===== src/rtl/clk_src_pkg.sv =====
`timescale 1ns/1ps
// Package: shared types for the PWM clock source selector.
// Assumes: nothing beyond IEEE 1800-2017.
package clk_src_pkg;
    // Which timebase currently drives cycle starts.
    typedef enum logic {
        SRC_INT = 1'b0,
        SRC_EXT = 1'b1
    } src_mode_t;
endpackage


===== src/rtl/clk_src_sync.sv =====
`timescale 1ns/1ps
// Module: clk_src_sync
// Brings the asynchronous sync pin into the clk domain through a flop chain
// and flags each rising edge as a one-cycle pulse.
// Assumes: STAGES >= 2; pin pulses are wider than one clk period.
module clk_src_sync #(
    parameter int STAGES = 2
) (
    input  logic clk,
    input  logic rst_n,
    input  logic pin_i,
    output logic rise_o
);
    logic [STAGES-1:0] chain_q;
    logic              last_q;

    // Metastability chain and previous-level flop.
    always_ff @(posedge clk) begin
        if (!rst_n) begin
            chain_q <= '0;
            last_q  <= 1'b0;
        end else begin
            chain_q <= {chain_q[STAGES-2:0], pin_i};
            last_q  <= chain_q[STAGES-1];
        end
    end

    // Rising edge of the synchronized level.
    always_comb rise_o = chain_q[STAGES-1] & ~last_q;

    // A level that stays high must not produce a second edge pulse.
    AST_EDGE_SINGLE: assert property (@(posedge clk) disable iff (!rst_n)
        rise_o |=> !rise_o);
endmodule


===== src/rtl/clk_src_osc.sv =====
`timescale 1ns/1ps
// Module: clk_src_osc
// Internal oscillator model: a divider of clk that advances on tick_en and
// reports a wrap every DIV advances. A restart request re-phases it to zero.
// Assumes: DIV >= 2; run_i low holds the count at zero.
module clk_src_osc #(
    parameter int DIV = 67
) (
    input  logic clk,
    input  logic rst_n,
    input  logic run_i,
    input  logic tick_en_i,
    input  logic restart_i,
    output logic wrap_o
);
    localparam int CW = $clog2(DIV);
    localparam logic [CW-1:0] LAST = CW'(DIV - 1);

    logic [CW-1:0] cnt_q;

    // Wrap happens on the advance that would leave the last count.
    always_comb wrap_o = run_i && tick_en_i && (cnt_q == LAST);

    // Divider count with restart and pause.
    always_ff @(posedge clk) begin
        if (!rst_n || !run_i) begin
            cnt_q <= '0;
        end else if (restart_i || wrap_o) begin
            cnt_q <= '0;
        end else if (tick_en_i) begin
            cnt_q <= cnt_q + 1'b1;
        end
    end

    AST_DIV_RANGE: assert property (@(posedge clk) disable iff (!rst_n)
        cnt_q <= LAST);
endmodule


===== src/rtl/clk_src_arb.sv =====
`timescale 1ns/1ps
// Module: clk_src_arb
// Source arbiter: picks internal wraps or accepted sync edges as cycle
// starts, blanks double pulses in external mode, counts missing periods
// and falls back to the internal source with a strobe on the timeout wrap.
// Assumes: MIN_GAP >= 2, MISS_LIMIT >= 1; wrap_i and rise_i are one-cycle.
module clk_src_arb
    import clk_src_pkg::*;
#(
    parameter int MIN_GAP    = 50,
    parameter int MISS_LIMIT = 4
) (
    input  logic clk,
    input  logic rst_n,
    input  logic en_i,
    input  logic rise_i,
    input  logic wrap_i,
    output logic accept_o,
    output logic start_o,
    output logic ext_o
);
    localparam int GW = $clog2(MIN_GAP + 1);
    localparam int MW = $clog2(MISS_LIMIT + 1);
    localparam logic [GW-1:0] GAP_LIM  = GW'(MIN_GAP - 1);
    localparam logic [MW-1:0] MISS_TOP = MW'(MISS_LIMIT - 1);

    src_mode_t     mode_q;
    logic [GW-1:0] gap_q;
    logic [MW-1:0] miss_q;
    logic          start_q;
    logic          timeout;
    logic          start_d;

    // Decide this cycle's edge acceptance, timeout and strobe.
    always_comb begin
        accept_o = en_i && rise_i && ((mode_q == SRC_INT) || (gap_q >= GAP_LIM));
        timeout  = en_i && (mode_q == SRC_EXT) && wrap_i && !accept_o
                   && (miss_q == MISS_TOP);
        start_d  = accept_o || timeout || (en_i && (mode_q == SRC_INT) && wrap_i);
    end

    // Source mode register.
    always_ff @(posedge clk) begin
        if (!rst_n || !en_i) begin
            mode_q <= SRC_INT;
        end else if (accept_o) begin
            mode_q <= SRC_EXT;
        end else if (timeout) begin
            mode_q <= SRC_INT;
        end
    end

    // Count of internal periods elapsed without an accepted edge.
    always_ff @(posedge clk) begin
        if (!rst_n || !en_i) begin
            miss_q <= '0;
        end else if (accept_o || timeout || (mode_q == SRC_INT)) begin
            miss_q <= '0;
        end else if (wrap_i) begin
            miss_q <= miss_q + 1'b1;
        end
    end

    // Saturating distance since the last strobe, for double-pulse blanking.
    always_ff @(posedge clk) begin
        if (!rst_n || !en_i) begin
            gap_q <= '0;
        end else if (start_d) begin
            gap_q <= '0;
        end else if (gap_q < GAP_LIM) begin
            gap_q <= gap_q + 1'b1;
        end
    end

    // Registered strobe output.
    always_ff @(posedge clk) begin
        if (!rst_n || !en_i) begin
            start_q <= 1'b0;
        end else begin
            start_q <= start_d;
        end
    end

    always_comb begin
        start_o = start_q;
        ext_o   = (mode_q == SRC_EXT);
    end

    AST_MISS_BOUND: assert property (@(posedge clk) disable iff (!rst_n)
        miss_q <= MISS_TOP);
endmodule


===== src/rtl/clk_src_sel.sv =====
`timescale 1ns/1ps
// Module: clk_src_sel (top)
// PWM cycle-start source selector: internal divider by default, locks to
// the external sync pin on its first rising edge, falls back after
// MISS_LIMIT silent internal periods without losing a strobe.
// Assumes: clk is the fast system clock; sync_pin is asynchronous to it.
module clk_src_sel #(
    parameter int OSC_DIV     = 67,
    parameter int MIN_GAP     = 50,
    parameter int MISS_LIMIT  = 4,
    parameter int SYNC_STAGES = 2
) (
    input  logic clk,
    input  logic rst_n,
    input  logic en,
    input  logic int_tick_en,
    input  logic sync_pin,
    output logic start_o,
    output logic ext_active_o
);
    logic sync_rise;
    logic osc_wrap;
    logic edge_accept;

    // Pin synchronizer and edge detector.
    clk_src_sync #(.STAGES(SYNC_STAGES)) u_sync (
        .clk    (clk),
        .rst_n  (rst_n),
        .pin_i  (sync_pin),
        .rise_o (sync_rise)
    );

    // Internal oscillator divider, re-phased on accepted sync edges.
    clk_src_osc #(.DIV(OSC_DIV)) u_osc (
        .clk       (clk),
        .rst_n     (rst_n),
        .run_i     (en),
        .tick_en_i (int_tick_en),
        .restart_i (edge_accept),
        .wrap_o    (osc_wrap)
    );

    // Source arbitration and strobe generation.
    clk_src_arb #(.MIN_GAP(MIN_GAP), .MISS_LIMIT(MISS_LIMIT)) u_arb (
        .clk      (clk),
        .rst_n    (rst_n),
        .en_i     (en),
        .rise_i   (sync_rise),
        .wrap_i   (osc_wrap),
        .accept_o (edge_accept),
        .start_o  (start_o),
        .ext_o    (ext_active_o)
    );

    AST_DISABLED_QUIET: assert property (@(posedge clk) disable iff (!rst_n)
        !en |=> (!start_o && !ext_active_o));
    AST_LOCK_STROBE: assert property (@(posedge clk) disable iff (!rst_n)
        $rose(ext_active_o) |-> start_o);
    AST_FALLBACK_STROBE: assert property (@(posedge clk) disable iff (!rst_n)
        (en && $past(en) && $fell(ext_active_o)) |-> start_o);
endmodule


===== config.mk =====
export PLATFORM = sky130hd
export DESIGN_NAME = clk_src_sel
export DESIGN_NICKNAME = d
export VERILOG_FILES = /design/src/rtl/clk_src_pkg.sv /design/src/rtl/clk_src_sync.sv /design/src/rtl/clk_src_osc.sv /design/src/rtl/clk_src_arb.sv /design/src/rtl/clk_src_sel.sv
export SDC_FILE = /design/constraint.sdc
export NUM_CORES = 1
export LEC_CHECK = 0
export BUFFER_PORTS_ARGS = -buffer_cell sky130_fd_sc_hd__buf_4
export CORE_MARGIN = 5
export CORE_UTILIZATION = 56
export DETAILED_ROUTE_END_ITERATION = 12
export GPL_TIMING_DRIVEN = 0
export HOLD_SLACK_MARGIN = 0.03
export MAX_ROUTING_LAYER = met4
export PLACE_DENSITY_LB_ADDON = 0.15
export SLEW_MARGIN = 15
export SYNTH_ARGS = -nofsm -noshare
export SYNTH_HDL_FRONTEND = slang
export SYNTH_SLANG_ARGS = --single-unit

===== constraint.sdc =====
create_clock -name clk -period 1.7 [get_ports clk]
set_input_delay 0.34 -clock clk [delete_from_list [all_inputs] [get_ports clk]]
set_output_delay 0.34 -clock clk [all_outputs]
set_load 0.02 [all_outputs]

==> key figures <==
Drt
  • Routed Antenna Nets: 0
  • TritonRoute pass-1 iters: 3
  • WL per Instance: around 12 µm
  • Residual DRC count: 0
  • Routed WL: about 1.5 mm
  • Initial DRC count: 8
  • Vias: between 700 and 800
  • Vias/cell: ~5.5

Power and ir drop
  • Static Leak: 0.407 nW
  • Peak VDD IR: 574 µV
  • Total power draw: ~800 µW
  • Pwr/cell area: between 700 and 800 nW/µm²

Clock network
  • Clock sinks: 21
  • Hold_buf cts: 0
  • TritonCTS Buffers: 3
  • H-Tree Level Count: 1
  • Worst-Skew Late Latency: 290 ps
  • CTS clk-pin slew, worst paths: roughly 110 ps
  • CTS tree: built
  • Root Driver: clkbuf_4
  • Clock Path Buffers: 2

Finish
  • Final #Nets: ~130
  • Layout cells sized above 1: a little under a fifth
  • End-of-flow core utilization: 66.1%
  • P&R area growth vs syn: 14.8%
  • ANT cells: 0
  • Layout Cells excl Fill: ~130
  • Post-route cell area: around 1100 µm²

STA
  • Period utilization: between 90% and 100%
  • Final Hold Fails: 0
  • Crit path time final: approximately 1600 ps
  • Final Skew: around 1.4 ps
  • Slew Limit Fails: 0
  • Final setup margin: ~100 ps
  • Final setup vio count: 0
  • Max_slew headroom: slightly above 80%
  • FMAX: 624 MHz
  • Worst hold slack: around 250 ps
  • Measured slew at the worst slew-check pin: roughly 270 ps
  • Fin Setup TNS: 0 ps

Synthesis
  • Mapped Cells: approximately 100
  • Async set or reset register ratio after synthesis: 0%
  • Synth Cell Area: around 960 µm²
  • Synth warnings: 0
  • Syn_area_per_cell: 9.51 µm²
  • Net count after synthesis: 113
  • Seq cells post-synth: 21
  • Sequential fraction of the synthesis area: a little over two fifths
  • Top post-synthesis cells by count: dfxtp_1 (21), nor2_1 (14), ha_1 (7), nand2_1 (7), a21oi_1 (6)
  • Synth area leader: dfxtp_1
  • Post-synth top area share: a little over two fifths
  • Dominant cells by area after synthesis: dfxtp_1 (44%), ha_1 (9.1%), nor2_1 (5.5%)
  • Post-synth EDFFs: 0
  • Ys flop type: dfxtp_1
  • Post-synthesis cell type count: 30
  • Top-count cell post-synth: dfxtp_1

Global route
  • Global-route wire length before repair: 2.73 mm
  • GR Overflow Total: 0
  • Vias in the first global route: between 600 and 700
  • GRT Total Usage: between 10% and 20%
  • Initial antenna violation count: 0
  • Largest net degree at the start of global routing: 12

Setup path
  • Critical path class: reg2reg
  • Worst Setup EP: u_osc.cnt_q[4]
  • Critical path startpoint category: flip-flop
  • CP Max Fanout: 5
  • Worst R2R Start: u_arb.gap_q[0]
  • Worst EP arrival: between 1500 and 2000 ps
  • Critical Path End Type: flip-flop
  • Req. time, crit path: about 1900 ps
  • Reg2reg end: u_osc.cnt_q[4]
  • R2R depth: 7
  • Worst reg-to-reg setup slack: roughly 100 ps
  • Setup crit start: u_arb.gap_q[0]

Floorplanning
  • # IOs: 7
  • Core area: 1670 µm²
  • Starting Density: 57.5%
  • Width of the die: 51.4 µm
  • Chip Height: approximately 50 µm
  • Die Area: 2640 µm²
  • Rows: 15

Outcome
  • Outcome: finished, final reports clean

Placed design
  • Port Buffers: 5
  • DPL Wire Length: roughly 1.1 mm
  • Cell Area, Placed: 1020 µm²
  • Number of cells after detailed placement: approximately 120
  • GPL Wtd Cong: just over 0.8
  • Place WS: -2.02 ps

Hold path
  • Hold/Removal Path Class: in2reg

Flow run
  • Max-cap viol count: 0
-- flip-flops by register name (all words and copies together), names as in the netlist --
signal	flops
u_arb.ext_o	1
u_arb.gap_q	6
u_arb.miss_q	3
u_arb.start_o	1
u_osc.cnt_q	7
u_sync.chain_q	2
u_sync.last_q	1
-- critical path: stages, from the launching register on --
cell and delay [ps]:
dfxtp_4 380, inv_1 40, ha_1 180, nor3b_4 150, a211o_1 360, nand4_1 190
buf_4 150, nor2_1 40
-- kinds of logic after synthesis --
family	Yosys count	share of synthesized area [%]
compound gates	16	11.3
xor+xnor	9	8.20
fa+ha+maj	7	9.11
buf+inv	6	2.73
flops	21	43.7
simple gates	42	24.9
-- layout by cell type, fill, tap and decap left out, types with 2 or more instances in the layout --
cell type / instances
dfxtp_1: 19
nor2_1: 14
buf_4: 10
nand2_1: 7
ha_1: 7
a21oi_1: 6
xor2_1: 5
inv_1: 4
nand4_1: 4
xnor2_1: 4
and2_1: 3
clkbuf_4: 3
nor2b_1: 2
a21boi_0: 2
o21ai_0: 2
and3_1: 2
or3_1: 2
-- layout make-up --
class                      instances  area [µm²]
multi-input combinational         74         537
clock buffer                       4        26.3
inverter                           5        18.8
buffer                             1        7.51
tap                               17        21.3
fill                             139         567
timing repair buffer               9        67.6
sequential                        21         425
-- where the power goes --
part           total [mW]  internal (mW)  switching (mW)
combinational      0.0614         0.0316          0.0298
sequential          0.507          0.500         0.00689
clock               0.229         0.0912           0.138
-- layer usage --
metal,track usage (%),part of all wire [%],vias up
met1,16.0,46,331
met5,-,0,-
met3,2.92,3.4,2
met4,6.55,0.52,0
li1,-,-,376
met2,23.3,50,5
-- worst min path at each step --
stage / from / end / slack [ps] / cells past startpoint
after floorplan: u_sync.chain_q[0] / u_sync.chain_q[1] / 410 / 1
after global placement: u_sync.chain_q[0] / u_sync.chain_q[1] / 420 / 1
after detailed placement: u_sync.chain_q[0] / u_sync.chain_q[1] / 430 / 1
after CTS: sync_pin / u_sync.chain_q[0] / 240 / 2
after global routing: sync_pin / u_sync.chain_q[0] / 240 / 2
final: sync_pin / u_sync.chain_q[0] / 250 / 2
-- timing repair --
action | CTS | global route
gates resized for setup | 0 | 7
pin swaps | 1 | 2
buffers inserted | 2 | 2
endpoints found under the hold margin | 0 | 0
setup endpoints to repair | 1 | 8
Power figures use the tool's default switching activity.
